`src/rtl/pcm_tx_pkg.sv`:
```
`timescale 1ns/1ps
// Shared types for the PCM slot transmitter.
// Assumes: only the two start phases below are needed once armed.
package pcm_tx_pkg;
    // Phase of an armed transmitter: waiting for the lead slot, or sending data
    typedef enum logic {
        PH_WAIT = 1'b0,
        PH_DATA = 1'b1
    } pcm_phase_e;
endpackage

```
`src/rtl/pcm_tx_warmup.sv`:
```
`timescale 1ns/1ps
// Warm-up counter. It counts bit clocks while armed and flags ready when the
// count reaches WARMUP. It clears as soon as the transmitter is disarmed.
// Assumes: WARMUP >= 1.
module pcm_tx_warmup #(
    parameter int WARMUP = 36
) (
    input  logic clk,
    input  logic rst_n,
    input  logic arm,
    output logic ready
);
    localparam int CNT_W = $clog2(WARMUP + 1);
    localparam logic [CNT_W-1:0] CNT_END = CNT_W'(WARMUP);

    logic [CNT_W-1:0] cnt;

    // Count armed edges up to WARMUP and hold there; clear when disarmed
    always_ff @(posedge clk) begin
        if (!rst_n)
            cnt <= '0;
        else if (!arm)
            cnt <= '0;
        else if (cnt != CNT_END)
            cnt <= cnt + 1'b1;
    end

    assign ready = (cnt == CNT_END);


    ready_after_count_chk: assert property (@(posedge clk) disable iff (!rst_n)
        $rose(ready) |-> ($past(cnt) == CNT_W'(WARMUP - 1)));


    disarm_clears_chk: assert property (@(posedge clk) disable iff (!rst_n)
        !arm |=> !ready);
endmodule

```
`src/rtl/pcm_tx_slot_seq.sv`:
```
`timescale 1ns/1ps
// Slot sequencer. It detects rising slot sync and tracks the start phase. At
// each slot start it picks the byte to send: a lead 0xFF, a data byte, or a
// 0xFF fill with an underrun pulse.
// Assumes: bytes are taken only at slot starts, so a byte never spans slots.
module pcm_tx_slot_seq
    import pcm_tx_pkg::*;
#(
    parameter int BYTE_W = 8
) (
    input  logic              clk,
    input  logic              rst_n,
    input  logic              arm,
    input  logic              ready,
    input  logic              slot_sync,
    input  logic              in_valid,
    input  logic [BYTE_W-1:0] in_data,
    output logic              in_ready,
    output logic              slot_start,
    output logic [BYTE_W-1:0] slot_byte,
    output logic              underrun
);
    localparam logic [BYTE_W-1:0] FILL = '1;

    logic       sync_prev;
    logic       started;
    pcm_phase_e phase;

    assign slot_start = slot_sync & ~sync_prev;
    assign in_ready   = slot_start & arm & ready & (phase == PH_DATA);
    assign slot_byte  = (in_ready & in_valid) ? in_data : FILL;

    // Keep the previous sync sample for rising-edge detection
    always_ff @(posedge clk) begin
        if (!rst_n)
            sync_prev <= 1'b0;
        else
            sync_prev <= slot_sync;
    end

    // Advance the start phase, note the first data byte, and flag underruns
    always_ff @(posedge clk) begin
        if (!rst_n || !arm) begin
            phase    <= PH_WAIT;
            started  <= 1'b0;
            underrun <= 1'b0;
        end else begin
            underrun <= 1'b0;
            if (slot_start && ready) begin
                if (phase == PH_WAIT) begin
                    phase <= PH_DATA;
                end else if (in_valid) begin
                    started <= 1'b1;
                end else begin
                    underrun <= started;
                end
            end
        end
    end


    ready_single_cycle_chk: assert property (@(posedge clk) disable iff (!rst_n)
        in_ready |=> !in_ready);


    underrun_pulse_chk: assert property (@(posedge clk) disable iff (!rst_n)
        underrun |=> !underrun);


    underrun_after_data_chk: assert property (@(posedge clk) disable iff (!rst_n)
        underrun |-> started);
endmodule

```
`src/rtl/pcm_tx_shifter.sv`:
```
`timescale 1ns/1ps
// Output shifter. It loads a byte at each slot start and sends it MSB first,
// one bit per clock, while the sync stays high. Otherwise it drives 1.
// Assumes: load only happens while slot_sync is high.
module pcm_tx_shifter #(
    parameter int BYTE_W = 8
) (
    input  logic              clk,
    input  logic              rst_n,
    input  logic              load,
    input  logic [BYTE_W-1:0] load_byte,
    input  logic              slot_sync,
    input  logic              abort,
    output logic              tx_line
);
    localparam int BIT_W = $clog2(BYTE_W + 1);
    localparam logic [BIT_W-1:0] LAST = BIT_W'(BYTE_W - 1);

    logic [BYTE_W-1:0] shreg;
    logic [BIT_W-1:0]  left;

    // Load at slot start, shift while in sync, else idle the line at 1
    always_ff @(posedge clk) begin
        if (!rst_n) begin
            shreg   <= '1;
            left    <= '0;
            tx_line <= 1'b1;
        end else if (load) begin
            tx_line <= load_byte[BYTE_W-1];
            shreg   <= {load_byte[BYTE_W-2:0], 1'b1};
            left    <= LAST;
        end else if (slot_sync && !abort && left != '0) begin
            tx_line <= shreg[BYTE_W-1];
            shreg   <= {shreg[BYTE_W-2:0], 1'b1};
            left    <= left - 1'b1;
        end else begin
            tx_line <= 1'b1;
            left    <= '0;
        end
    end


    idle_outside_sync_chk: assert property (@(posedge clk) disable iff (!rst_n)
        !slot_sync |=> tx_line);
endmodule

```
`src/rtl/pcm_slot_tx.sv`:
```
`timescale 1ns/1ps
// PCM time-slot transmitter with synchronized start. Top level: arming,
// warm-up, slot sequencing, serial output and request-to-send polarity.
// Assumes: clk is the serial bit clock, and slot_sync and inputs are
// synchronous to it.
module pcm_slot_tx #(
    parameter int BYTE_W     = 8,
    parameter int WARMUP     = 36,
    parameter bit RTS_INVERT = 1'b0
) (
    input  logic              clk,
    input  logic              rst_n,
    input  logic              pcm_mode,
    input  logic              tx_en,
    input  logic              slot_sync,
    input  logic              in_valid,
    input  logic [BYTE_W-1:0] in_data,
    output logic              in_ready,
    output logic              tx_line,
    output logic              rts,
    output logic              underrun
);
    logic arm;
    logic ready;
    logic slot_start;
    logic [BYTE_W-1:0] slot_byte;

    assign arm = tx_en & pcm_mode;

    pcm_tx_warmup #(.WARMUP(WARMUP)) u_warmup (
        .clk   (clk),
        .rst_n (rst_n),
        .arm   (arm),
        .ready (ready)
    );

    pcm_tx_slot_seq #(.BYTE_W(BYTE_W)) u_seq (
        .clk        (clk),
        .rst_n      (rst_n),
        .arm        (arm),
        .ready      (ready),
        .slot_sync  (slot_sync),
        .in_valid   (in_valid),
        .in_data    (in_data),
        .in_ready   (in_ready),
        .slot_start (slot_start),
        .slot_byte  (slot_byte),
        .underrun   (underrun)
    );

    pcm_tx_shifter #(.BYTE_W(BYTE_W)) u_shift (
        .clk       (clk),
        .rst_n     (rst_n),
        .load      (slot_start),
        .load_byte (slot_byte),
        .slot_sync (slot_sync),
        .abort     (~arm),
        .tx_line   (tx_line)
    );

    // Pick the request-to-send variant
    generate
        if (RTS_INVERT) begin : g_rts_inv
            assign rts = ~pcm_mode | ready;
        end else begin : g_rts_pos
            assign rts = ready;
        end
    endgenerate


    rts_tracks_ready_chk: assert property (@(posedge clk) disable iff (!rst_n)
        (pcm_mode && $rose(rts)) |-> $past(arm));
endmodule

```
`config.mk`:
```
export PLATFORM = sky130hd
export DESIGN_NAME = pcm_slot_tx
export DESIGN_NICKNAME = d
export VERILOG_FILES = /design/src/rtl/pcm_tx_pkg.sv /design/src/rtl/pcm_tx_warmup.sv /design/src/rtl/pcm_tx_slot_seq.sv /design/src/rtl/pcm_tx_shifter.sv /design/src/rtl/pcm_slot_tx.sv
export SDC_FILE = /design/constraint.sdc
export NUM_CORES = 1
export LEC_CHECK = 0
export BUFFER_PORTS_ARGS = -buffer_cell sky130_fd_sc_hd__buf_2
export CORE_MARGIN = 2
export CORE_UTILIZATION = 55
export DETAILED_ROUTE_END_ITERATION = 8
export GPL_ROUTABILITY_DRIVEN = 0
export PLACE_DENSITY = 0.89
export SETUP_SLACK_MARGIN = 0.1
export SLEW_MARGIN = 30
export SYNTH_ARGS = -nofsm -noshare
export SYNTH_HDL_FRONTEND = slang
export SYNTH_SLANG_ARGS = --single-unit
```
`constraint.sdc`:
```
create_clock -name clk -period 3.9 [get_ports clk]
set_clock_uncertainty 0.15 [all_clocks]
set_input_delay 0.39 -clock clk [delete_from_list [all_inputs] [get_ports clk]]
set_output_delay 0.39 -clock clk [all_outputs]
set_load 0.1 [all_outputs]
```
==> results of run 1 <==
-- per-stage QoR --
step                      area, um2  power [mW]  worst slack [ns]  hold WS (ns)
after floorplan                1090       0.277              1.38         0.283
after detailed placement       1170       0.292              1.52         0.296
after global routing           1210       0.430             0.950         0.181
after global placement         1170       0.289              1.60         0.294
final                          1210       0.410              1.19         0.184
after CTS                      1210       0.413              1.18         0.178
-- per-layer routing --
| layer | track usage, % | share of wire (%) | vias up |
|---|---|---|---|
| li1 | - | - | 487 |
| met1 | 25.3 | 44 | 482 |
| met2 | 38.2 | 50 | 24 |
| met3 | 2.47 | 4.6 | 4 |
| met4 | 9.05 | 1.1 | 0 |
| met5 | 0 | 0 | - |
-- worst reg2reg max path: cells and delay by family, from the launching register on --
| family | cells | cell delay, ns |
|---|---|---|
| buffers and inverters | 1 | 0.09 |
| and+or+nand+nor | 2 | 0.78 |
| DFF | 1 | 0.36 |
| adders and majority gates | 1 | 0.18 |
| AOI/OAI and AO/OA | 1 | 0.15 |
-- power by group through the flow --
stage | registers, mW | logic, mW | clock network, mW
floorplan | 0.240 | 0.0367 | 0
global placement | 0.241 | 0.0478 | 0
detailed placement | 0.242 | 0.0502 | 0
CTS | 0.237 | 0.0505 | 0.126
global route | 0.237 | 0.0569 | 0.135
finish | 0.237 | 0.0509 | 0.123
-- path summary, 6_finish.rpt --
check | startpoint | end | slack [ns] | cells past startpoint
max | u_warmup.cnt[0] | in_ready | 1.19 | 6
min reg2reg | u_seq.started | u_seq.started | 0.32 | 1
max reg2reg | u_warmup.cnt[0] | u_shift.shreg[2] | 2.07 | 5
min | in_data[0] | u_shift.shreg[1] | 0.18 | 3
-- area by class of cell --
type                    count  area (um2)
inverters                   5        18.8
repair buffers             17        85.1
well taps                  27        33.8
fillers                   190         711
multi-input cells          88         597
clock buffers               4        36.3
flip-flops and latches     22         440
-- sequential cells by signal, summed over array words and instances (netlist names) --
name / cells
u_seq.phase: 1
u_seq.started: 1
u_seq.sync_prev: 1
u_seq.underrun: 1
u_shift.left: 4
u_shift.shreg: 7
u_shift.tx_line: 1
u_warmup.cnt: 6
-- logic make-up after synthesis --
family	count (synthesis)
AO/OA/AOI/OAI	27
XOR/XNOR	5
adder cells (fa/ha/maj)	4
buffers and inverters	12
flip-flops	22
AND/OR/NAND/NOR	52
-- synthesized netlist by cell type (3+ instances only) --
cell and count:
o21ai_1 3, ha_1 4, o221ai_1 5, nor3_1 9, a21oi_1 4, nor2_1 3
nor2b_1 3, nand2_1 8, inv_1 5, dfxtp_1 22, xor2_1 4, o21a_1 6
buf_2 6, nor4_1 9, a41oi_1 5, nand3_1 4
==> results.sh, run 1 <==
export IMPL_sw_frac_of_total_pct=24.6
export IMPL_synth_fa_ha_area_share_pct=4.59
export IMPL_muxShareOfSynthArea_pct=0
export IMPL_antenna_found_initial=0
export IMPL_cts_hold_buf=0
export IMPL_slew_headroom_pct=53.5
export IMPL_insertion_delay_ns=0.31
export IMPL_drc=0
export IMPL_path_buf_inv=2
export IMPL_layout_cells_most_common_list="dfxtp_1 (22), buf_2 (17), nor3_1 (9), nor4_1 (9), nand2_1 (8)"
export IMPL_synth_top_cell_by_area="dfxtp_1"
export IMPL_cts_buffer_depth=2
export IMPL_synth_simple_area_share_pct=28.1
export IMPL_cts_tree="yes"
export IMPL_pwr_share_comb_pct=12.4
export IMPL_max_stage_delay_ns=0.42
export IMPL_status="completed"
export IMPL_cts_buffers=3
export IMPL_area_growth_pct=11.1
export IMPL_final_setup_viol_count=0
export IMPL_critPathKind="reg -> out"
export IMPL_yosysTopAreaCellShare_pct=40.4
export IMPL_timing_final_hold_violations=0
export IMPL_core_area_um2=1920
export IMPL_gr_total_overflow=0
export IMPL_antennaDiodeCount=0
export IMPL_dp_cells=159
export IMPL_synth_area_um2=1090
export IMPL_final_common_cell="dfxtp_1"
export IMPL_final_util_pct=63.0
export IMPL_die_w_um=48.5
export IMPL_cp_data_arrival_time_ns=2.17
export IMPL_p_switching_uw=101
export IMPL_finalNonFillerCells=163
export IMPL_clock_sinks=22
export IMPL_hp_class="in -> reg"
export IMPL_drive_above_1_share_pct=16.2
export IMPL_fmax_mhz=369
export IMPL_max_cap_violations=0
export IMPL_synth_compound_gate_area_share_pct=18.0
export IMPL_syn_num_nets=140
export IMPL_rsz0062_at_grt="false"
export IMPL_peakVddDrop_mv=0.267
export IMPL_cp_end_kind="primary output"
export IMPL_drt_iter0_drc=28
export IMPL_ys_types=33
export IMPL_synthXorXnorAreaFrac_pct=4.02
export IMPL_viasPerCell=6.12
export IMPL_numPortBuffers=17
export IMPL_dieHeight_um=48.5
export IMPL_post_route_period_util_pct=69.5
export IMPL_h_tree_depth=1
export IMPL_setup_tns_ns=0
export IMPL_ctsResizeCount=0
export IMPL_cts_setup_buffers=0
export IMPL_worst_slew_pin_slew_ns=0.697
export IMPL_critPathTopFamily="simple AND/OR/NAND/NOR gates"
export IMPL_critPathLaunchType="register"
export IMPL_async_reset_ff_share_pct=0
export IMPL_grt_max_degree=17
export IMPL_wl_per_cell_um=14.3
export IMPL_grt_pass1_wl_um=4010
export IMPL_crit_required_ns=3.36
export IMPL_grtUsageTotal_pct=21.1
export IMPL_cts_root_buf="clkbuf_4"
export IMPL_synthCells=122
export IMPL_leakagePower_nw=0.476
export IMPL_yosys_register_bits=22
export IMPL_clk_pin_slew_ns=0.11
export IMPL_dieArea_um2=2350
export IMPL_ys_warn_count=0
export IMPL_antenna_left=0
export IMPL_synth_edf_count=0
export IMPL_first_global_vias=993
export IMPL_synth_top_flop_cell="dfxtp_1"
export IMPL_vias=997
export IMPL_timing_final_crit_period_ns=2.71
export IMPL_drt_first_pass_iters=4
export IMPL_avgSynthCellArea_um2=8.93
export IMPL_ys_seq_area_share_pct=40.4
export IMPL_seq_power_share_pct=57.7
export IMPL_dp_hpwl_um=1730
export IMPL_layout_nets=155
export IMPL_p_per_area_nw_per_um2=339
export IMPL_drv_slew=0
export IMPL_placementRows=16
export IMPL_critPathSlowestCell="buf_2"
export IMPL_start_util_pct=56.7
export IMPL_synth_top_family_by_area="simple AND/OR/NAND/NOR gates"
export IMPL_clock_power_share_pct=29.9
export IMPL_routed_wl_um=2330
export IMPL_netlist_top_cells_area="dfxtp_1 (40%), nor4_1 (5.2%), ha_1 (4.6%)"
export IMPL_io_pins=18
export IMPL_crit_chain="inv_1 > ha_1 > nand4bb_1 > nor2_1 > and3_1 > buf_2"
export IMPL_crit_path_max_fanout=10
export IMPL_p_int_uw=310
(Power assumes the default switching activity.)
==> inputs of run 2 (changes only) <==
--- a/config.mk
+++ b/config.mk
@@ -7,10 +7,10 @@
 export LEC_CHECK = 0
 export BUFFER_PORTS_ARGS = -buffer_cell sky130_fd_sc_hd__buf_2
 export CORE_MARGIN = 2
-export CORE_UTILIZATION = 55
+export CORE_UTILIZATION = 54
 export DETAILED_ROUTE_END_ITERATION = 8
 export GPL_ROUTABILITY_DRIVEN = 0
-export PLACE_DENSITY = 0.89
+export PLACE_DENSITY = 0.88
 export SETUP_SLACK_MARGIN = 0.1
 export SLEW_MARGIN = 30
 export SYNTH_ARGS = -nofsm -noshare
==> constraint.sdc (replaced) <==
create_clock -name clk -period 2.84 [get_ports clk]
set_clock_uncertainty 0.15 [all_clocks]
set_input_delay 0.284 -clock clk [delete_from_list [all_inputs] [get_ports clk]]
set_output_delay 0.284 -clock clk [all_outputs]
set_load 0.1 [all_outputs]
==> results.sh, run 2 (synthesis gave the netlist of run 1 again) <==
export IMPL_clk_pin_slew_ns=0.12
export IMPL_timing_final_crit_period_ns=2.44
export IMPL_first_global_vias=894
export IMPL_crit_path_max_fanout=13
export IMPL_top_regs="u_shift.shreg x7, u_warmup.cnt x6, u_shift.left x4"
export IMPL_routed_wl_um=2300
export IMPL_seq_power_share_pct=56.9
export IMPL_critPathLaunchType="register"
export IMPL_antenna_found_initial=0
export IMPL_die_w_um=48.9
export IMPL_grt_max_degree=17
export IMPL_setup_tns_ns=0
export IMPL_layout_nets=156
export IMPL_hp_class="in -> reg"
export IMPL_drv_slew=0
export IMPL_slew_headroom_pct=54.6
export IMPL_cts_buffers=3
export IMPL_worst_slew_pin_slew_ns=0.680
export IMPL_dp_hpwl_um=1640
export IMPL_max_cap_violations=0
export IMPL_core_area_um2=1940
export IMPL_cts_root_buf="clkbuf_4"
export IMPL_final_setup_viol_count=0
export IMPL_hold_end="u_shift.shreg[1]"
export IMPL_viasPerCell=6.03
export IMPL_fmax_mhz=410
export IMPL_crit_required_ns=2.41
export IMPL_rsz0062_at_grt="false"
export IMPL_cp_data_arrival_time_ns=2.01
export IMPL_cp_end_kind="primary output"
export IMPL_p_switching_uw=144
export IMPL_largest_reg_flops=7
export IMPL_dieHeight_um=48.9
export IMPL_finalNonFillerCells=164
export IMPL_layout_cells_most_common_list="dfxtp_1 (22), buf_2 (17), nor3_1 (9), nor4_1 (9), nand2_1 (8)"
export IMPL_cts_setup_buffers=0
export IMPL_power_uw=571
export IMPL_gr_total_overflow=0
export IMPL_p_per_area_nw_per_um2=468
export IMPL_holdPathStages=3
export IMPL_timing_final_hold_violations=0
export IMPL_pwr_share_comb_pct=12.4
export IMPL_vias=989
export IMPL_ctsResizeCount=0
export IMPL_dp_cells=160
export IMPL_antennaDiodeCount=0
export IMPL_hp_start="in_data[0]"
export IMPL_p_int_uw=426
export IMPL_peakVddDrop_mv=0.285
export IMPL_drt_iter0_drc=23
export IMPL_cts_buffer_depth=2
export IMPL_io_pins=18
export IMPL_regMostFlops="u_shift.shreg"
export IMPL_placementRows=16
export IMPL_area_growth_pct=11.8
export IMPL_start_util_pct=56.1
export IMPL_fillers=170
export IMPL_wl_per_cell_um=14.0
export IMPL_grt_pass1_wl_um=3890
export IMPL_status="completed"
export IMPL_clock_sinks=22
export IMPL_dieArea_um2=2390
export IMPL_whs_ns=0.0885
export IMPL_clock_power_share_pct=30.7
export IMPL_sw_frac_of_total_pct=25.3
export IMPL_rr_startpoint="u_warmup.cnt[0]"
export IMPL_h_tree_depth=1
export IMPL_post_route_period_util_pct=85.9
export IMPL_final_common_cell="dfxtp_1"
export IMPL_r2r_slack_ns=1.10
export IMPL_timing_rr_end="u_shift.shreg[3]"
export IMPL_critPathKind="reg -> out"
export IMPL_cts_hold_buf=0
export IMPL_cts_tree="yes"
export IMPL_drt_first_pass_iters=4
export IMPL_drive_above_1_share_pct=16.8
export IMPL_insertion_delay_ns=0.31
export IMPL_grtUsageTotal_pct=20.9
export IMPL_leakagePower_nw=0.480
export IMPL_numPortBuffers=17
export IMPL_r2r_cells=6
export IMPL_drc=0
export IMPL_antenna_left=0
## run 2: changes by cell type in the layout (fill, tap and decap cells not counted)
cell and change:
buf_4 +1
## run 2: worst max-delay path by stage
stage	start	to	slack [ns]	cells after the start
3_5_place_dp	u_warmup.cnt[2]	in_ready	0.78	4
5_1_grt	u_warmup.cnt[2]	in_ready	0.25	4
4_1_cts	u_warmup.cnt[2]	in_ready	0.41	4
2_1_floorplan	u_warmup.cnt[0]	u_warmup.cnt[3]	0.38	5
3_3_place_gp	u_warmup.cnt[4]	in_ready	0.85	4
6_report	u_warmup.cnt[2]	in_ready	0.40	4
## run 2: power groups by stage
stage / sequential (mW) / clock [mW] / combinational, mW
3_5_place_dp: 0.331 / 0 / 0.0693
6_report: 0.325 / 0.175 / 0.0705
3_3_place_gp: 0.331 / 0 / 0.0677
4_1_cts: 0.325 / 0.181 / 0.0696
2_1_floorplan: 0.330 / 0 / 0.0503
5_1_grt: 0.326 / 0.190 / 0.0786
## run 2: per-layer routing
layer,track usage [%],part of all wire [%],vias to the layer above
li1,-,-,493
met1,26.4,48,451
met2,32.2,44,35
met3,4.91,4.8,10
met4,12.9,3.3,0
met5,0,0,-
## run 2: through the flow
stage	instance area [um2]	util, %	worst slack, ns
2_1_floorplan	1090	-	0.377
3_3_place_gp	1180	60.9	0.854
3_5_place_dp	1180	60.9	0.775
4_1_cts	1220	62.8	0.412
5_1_grt	1220	62.8	0.253
6_report	1220	62.8	0.400
## run 2: area by class of cell
class / count / area (um2) / area share [%]
Clock buffer: 4 / 36.3 / 2.98
Inverter: 5 / 18.8 / 1.54
Multi-Input combinational cell: 88 / 597 / 49.0
Sequential cell: 22 / 440 / 36.1
Tap cell: 27 / 33.8 / 2.77
Timing Repair Buffer: 18 / 92.6 / 7.60
## run 2: worst max-delay path: stages, from the launching register on
cell and delay [ns]:
dfxtp_1 0.43, nand3b_1 0.37, nor2_1 0.29, and3_1 0.18
buf_2 0.42
